$ cat src/rtl/burst_pkg.sv
package burst_pkg;
  typedef enum logic {
    ORD_LINEAR     = 1'b0,
    ORD_INTERLEAVE = 1'b1
  } order_e;
endpackage

$ cat src/rtl/bag_step_counter.sv
module bag_step_counter #(
  parameter int BEAT_W = 2
) (
  input  logic              clk,
  input  logic              rst,
  input  logic              load,
  input  logic              adv_n,
  output logic [BEAT_W-1:0] step
);
  localparam logic [BEAT_W-1:0] ONE = BEAT_W'(1);

  always_ff @(posedge clk) begin
    if (rst)         step <= '0;
    else if (load)   step <= '0;
    else if (!adv_n) step <= step + ONE;
  end


  load_restart_chk: assert property (@(posedge clk) disable iff (rst)
    load |=> (step == '0));


  pause_hold_chk: assert property (@(posedge clk) disable iff (rst)
    (!load && adv_n) |=> $stable(step));
endmodule

$ cat src/rtl/bag_order_map.sv
module bag_order_map #(
  parameter int BEAT_W = 2
) (
  input  logic              mode,
  input  logic [BEAT_W-1:0] start,
  input  logic [BEAT_W-1:0] step,
  output logic [BEAT_W-1:0] beat
);
  import burst_pkg::*;

  logic [BEAT_W-1:0] lin_beat;
  logic [BEAT_W-1:0] ilv_beat;

  genvar gi;
  generate
    for (gi = 0; gi < BEAT_W; gi++) begin : g_ilv
      assign ilv_beat[gi] = start[gi] ^ step[gi];
    end
  endgenerate

  assign lin_beat = start + step;

  always_comb begin
    if (order_e'(mode) == ORD_INTERLEAVE) beat = ilv_beat;
    else                                  beat = lin_beat;
  end


  start_at_zero_chk: assert final ((step != '0) || (beat == start));
endmodule

$ cat src/rtl/bag_addr_reg.sv
module bag_addr_reg #(
  parameter int ADDR_W = 17
) (
  input  logic              clk,
  input  logic              rst,
  input  logic              load,
  input  logic [ADDR_W-1:0] addr_in,
  output logic [ADDR_W-1:0] addr_q
);
  always_ff @(posedge clk) begin
    if (rst)       addr_q <= '0;
    else if (load) addr_q <= addr_in;
  end


  upper_hold_chk: assert property (@(posedge clk) disable iff (rst)
    !load |=> $stable(addr_q));
endmodule

$ cat src/rtl/burst_addr_gen.sv
module burst_addr_gen #(
  parameter int ADDR_W = 17,
  parameter int BEAT_W = 2
) (
  input  logic              clk,
  input  logic              rst,
  input  logic              load,
  input  logic [ADDR_W-1:0] addr_in,
  input  logic              adv_n,
  input  logic              mode,
  output logic [ADDR_W-1:0] addr_out,
  output logic [BEAT_W-1:0] beat
);
  localparam int HI_W = ADDR_W - BEAT_W;

  logic [ADDR_W-1:0] addr_q;
  logic [BEAT_W-1:0] step;

  bag_addr_reg #(.ADDR_W(ADDR_W)) u_areg (
    .clk(clk), .rst(rst), .load(load), .addr_in(addr_in), .addr_q(addr_q)
  );

  bag_step_counter #(.BEAT_W(BEAT_W)) u_cnt (
    .clk(clk), .rst(rst), .load(load), .adv_n(adv_n), .step(step)
  );

  bag_order_map #(.BEAT_W(BEAT_W)) u_map (
    .mode(mode), .start(addr_q[BEAT_W-1:0]), .step(step), .beat(beat)
  );

  assign addr_out = {addr_q[ADDR_W-1 -: HI_W], beat};


  load_capture_chk: assert property (@(posedge clk) disable iff (rst)
    load |=> (addr_out == $past(addr_in)));


  beat_pause_chk: assert property (@(posedge clk) disable iff (rst)
    (!load && adv_n) |=> $stable(beat));


  reset_clear_chk: assert property (@(posedge clk)
    $past(rst) |-> (addr_out == '0));
endmodule

$ cat config.mk
export PLATFORM = sky130hd
export DESIGN_NAME = burst_addr_gen
export DESIGN_NICKNAME = d
export VERILOG_FILES = /design/src/rtl/burst_pkg.sv /design/src/rtl/bag_step_counter.sv /design/src/rtl/bag_order_map.sv /design/src/rtl/bag_addr_reg.sv /design/src/rtl/burst_addr_gen.sv
export SDC_FILE = /design/constraint.sdc
export NUM_CORES = 1
export LEC_CHECK = 0
export BUFFER_PORTS_ARGS = -buffer_cell sky130_fd_sc_hd__buf_4
export CAP_MARGIN = 20
export CORE_MARGIN = 2
export CORE_UTILIZATION = 40
export DETAILED_ROUTE_END_ITERATION = 7
export PLACE_DENSITY = 0.82
export SLEW_MARGIN = 20
export SYNTH_ARGS = -nofsm -noshare
export SYNTH_HDL_FRONTEND = slang
export SYNTH_SLANG_ARGS = --single-unit
$ cat constraint.sdc
create_clock -name clk -period 2.99 [get_ports clk]
set_clock_uncertainty 0.1 [all_clocks]
set_input_delay 0.4485 -clock clk [delete_from_list [all_inputs] [get_ports clk]]
set_output_delay 0.4485 -clock clk [all_outputs]
set_load 0.01 [all_outputs]
Word-level counts from Yosys, hierarchy flattened
Cells that the tools add are included.
{ "totals": {"register_bits": 19, "in_bits": 22} }
{ "op_classes": {"n_addsub": 2, "muxes": 1, "bitwise": 2, "reduce_logical": 1} }
{ "op_table": {"columns": ["cell", "count"], "rows": [
  ["adder 2 x 1 -> 2 bit (second input constant)", 1],
  ["adder 2 bit", 1],
  ["two-way mux 2 bit", 1],
  ["OR reduction 2 bit", 1],
  ["XOR 1 bit", 2]
]} }

Longest topological paths before layout
{ "depth": {"word_depth": 2, "mapped_depth": 4, "depth_no_buf": 3} }

By module
From an unflattened synthesis, not the netlist that was laid out.
{ "hier_totals": {"cells_unflattened": 68, "hier_area_um2": 759.5} }
{ "by_module_without_submodules": {"columns": ["mod", "instances", "cells_each", "area_per_inst_um2", "seq_area_each_um2"], "rows": [
  ["bag_addr_reg", 1, 55, 614.3, 340.3],
  ["bag_step_counter", 1, 7, 93.8, 40.0],
  ["bag_order_map", 1, 4, 36.3, 0.0],
  ["burst_addr_gen", 1, 2, 15.0, 0.0]
]} }

Least setup slack after synthesis
OpenSTA, ideal clock, no wires.
{ "synth_path": {"path_kind": "register to output", "from": "register u_areg.addr_q[0]", "to": "output port beat[1]", "arrival_ps": 1043, "t_required_ps": 2442, "setup_slack_ps": 1398, "stages_incl_launch_ff": 5, "path_cell_list": "dfxtp_1 ha_1 nor2b_1 xnor2_1 buf_4"} }
{ "synth_between": {"elab_chain_cells": 2} }
{ "synth_rtl": {"columns": ["element", "line_no", "rtl"], "rows": [
  ["from (decl)", "bag_addr_reg.sv:8", "output logic [ADDR_W-1:0] addr_q"],
  ["from (signal assigned)", "bag_addr_reg.sv:12", "else if (load) addr_q <= addr_in;"],
  ["adder 2 bit", "bag_order_map.sv:21", "assign lin_beat = start + step;"],
  ["two-way mux 2 bit", "bag_order_map.sv:24", "if (order_e'(mode) == ORD_INTERLEAVE) beat = ilv_beat;"],
  ["to (decl)", "burst_addr_gen.sv:12", "output logic [BEAT_W-1:0] beat"]
]} }
Every way passes these cells.

Worst setup path after layout
Ends and elaborated chain as after synthesis.

==> flow_metrics.tcl <==
set metrics [dict create \
    outcome "finished clean" \
    power_w 0.0004869 \
    pre_cts_ws_ns 1.447 \
    postCtsSetupBuffers 0 \
    core_area_um2 2002 \
    cp.depth 4 \
    cp_max_fo 2 \
    synth-adder-area-share_pct 1.439 \
    p_sw_w 0.0001136 \
    dp_hpwl_um 1071 \
    synth_area_um2 869.6 \
    synth_compound_area_share_pct 0 \
    worstSetupEndpoint "beat[1]" \
    grtUsageMet1_pct 13.08 \
    overflow 0 \
    grt.busiest_layer "met2" \
    hold_class "input pin to register" \
    critPathKind "register to primary output" \
    use_met2_pct 19.96 \
    finalHoldViolations 0 \
    worst_pin_slew_ns 0.3281 \
    seq_power_share_pct 56.4 \
    synth_top_area_share_pct 43.74 \
    port_buffers 40 \
    clock.fmax_ghz 0.5564 \
    p_int_w 0.0003733 \
    muxShareOfSynthArea_pct 19.57 \
    timing.rr.start "u_cnt.step[0]" \
    drtIter0Drc 0 \
    synth_warnings 0 \
    r2r_end "u_cnt.step[1]" \
    final_antenna_net_count 0 \
    synth-seq-cells 19 \
    rr_worst_depth 3 \
    clk-insertion-delay-late_ns 0.28 \
    grt_pass1_wl_um 2270 \
    vias_per_cell 4.286 \
    diodes 0 \
    power.density_nw_per_um2 458.9 \
    cts.clk_slew.worst_paths_ns 0.10 \
    synth_xor_xnor_area_share_pct 3.022 \
    fin_crit_sh_pct 60.11 \
    die_area_um2 2563 \
    grt_pass1_vias 558 \
    rows 16 \
    syn_avg_cell_area_um2 10.48 \
    rrSetupSlack_ns 2.00 \
    ys_seq_area_share_pct 43.74 \
    tns_ns 0 \
    yosys.cell_types.count 13 \
    crit_slowest_cell "dfxtp_1" \
    die_x_um 50.63 \
    rsz0062_at_grt "false" \
    root_buffer "clkbuf_4" \
    end_kind "primary output" \
    syn_inst 83 \
    cp-start-kind "register" \
    swShare_pct 23.33 \
    slowest_delay_ns 0.33 \
    cts_tree "built" \
    area_growth_pct 22.01 \
    wl_per_cell_um 10.53 \
    fp.dieH_um 50.63 \
    ctsHoldBuffers 0 \
    boundaryPins 41 \
    clockBufferDepth 2 \
    crit_chain "ha_1 -> nor2b_1 -> xnor2_1 -> buf_4" \
    num_vias 570 \
    synth_top_family_by_area "multiplexers" \
    drive_above_1_share_pct 42.45 \
    fin_crit_ns 1.797 \
    grt_usage_pct 11.32 \
    final_cell_mix "buf_4, dfxtp_1, mux2i_1, nor2_1" \
    cp.required_ns 2.44 \
    startpoint "u_areg.addr_q[0]" \
    final-max-slew-violation-count 0 \
    wirelength_um 1400 \
    power_frac_clock_pct 24.5 \
    synthesis.nets 106 \
    first_pass_iters 1 \
    synth_top_area_cell "dfxtp_1" \
    critPathArrivalTime_ns 1.25 \
    cts-buffers-inserted 3 \
    p_leak_nw 0.5308 \
    fin_area_um2 1061 \
    netlist_top_cells_area "dfxtp_1, mux2i_1, buf_4" \
    crit_family "flip-flops" \
    cts_resized 0 \
    dpl_cell_area_um2 1035 \
    synth_simple_gate_area_share_pct 12.81 \
    finalSetupViolCount 0 \
    grt_use_met3_pct 1.190 \
    setup_ws_ns 1.193 \
    nets 130 \
    route.detailed.drc 0 \
    place_congestion 0.6284 \
    clock_sinks 19 \
    antenna_found_initial 0 \
    grt_max_degree 20 \
    htree_levels 1 \
    maxSlewHeadroom_pct 78.12 \
    p_comb_share_pct 19.0 \
    start_util_pct 43.44 \
    ir_drop_uv 258.0 \
    maxCapViolCount 0 \
    crit_buf_inv 1 \
    final_common_cell "buf_4" \
]
## cell families after synthesis
logic type / after synthesis
XOR/XNOR: 3
adder cells (fa/ha/maj): 1
buffers and inverters: 21
AND/OR/NAND/NOR: 22
multiplexers: 17
flip-flops: 19
## tightest hold or removal path, cell delays in order
cell,delay [ns]
buf_4,0.08
mux2i_1,0.05
nor2_1,0.07
## metal layers
metal | share of wire (%) | vias up
met5 | 0 | -
met4 | 1.4 | 0
met3 | 4.0 | 2
met2 | 51 | 14
met1 | 44 | 255
li1 | - | 299
## cells in the mapped netlist
master,number
and2b_2,1
buf_12,1
buf_2,2
buf_4,17
buf_6,1
dfxtp_1,19
ha_1,1
mux2i_1,17
nor2_1,17
nor2b_1,2
nor3_1,1
nor4_4,1
xnor2_1,3
## worst min-delay path by stage
| stage | cells past startpoint | to | start |
|---|---|---|---|
| 6_report | 3 | u_areg.addr_q[11] | addr_in[11] |
| 2_1_floorplan | 2 | u_areg.addr_q[12] | u_areg.addr_q[12] |
| 3_3_place_gp | 2 | u_areg.addr_q[13] | u_areg.addr_q[13] |
| 4_1_cts | 3 | u_areg.addr_q[15] | addr_in[15] |
| 3_5_place_dp | 2 | u_areg.addr_q[16] | u_areg.addr_q[16] |
| 5_1_grt | 3 | u_areg.addr_q[3] | addr_in[3] |
## registers in the layout (all words and copies together) (netlist names)
register,flops
u_areg.addr_q,17
u_cnt.step,2
## cell type report
type / count / area, µm²
Clock buffer: 4 / 26.28
Fill cell: 190 / 940.9
Sequential cell: 19 / 380.4
Tap cell: 27 / 33.78
Multi-Input combinational cell: 43 / 320.3
Timing Repair Buffer: 40 / 300.3
## power by group through the flow
stage	registers [W]	clock network (W)	logic [W]
after detailed placement	0.000281	0	0.0000937
after global placement	0.000280	0	0.0000919
final	0.000275	0.000119	0.0000927
after floorplan	0.000279	0	0.0000682
after CTS	0.000275	0.000126	0.0000940
after global routing	0.000277	0.000138	0.000100
## metrics by stage
step,utilization (%),instances,hold WS [ns]
3_5_place_dp,51.69,129,0.3879
4_1_cts,53.00,133,0.2887
5_1_grt,53.00,133,0.2900
3_3_place_gp,51.69,129,0.3748
2_1_floorplan,-,83,0.3617
6_report,53.00,133,0.2995
No activity file was read; power rests on OpenSTA's default activity.
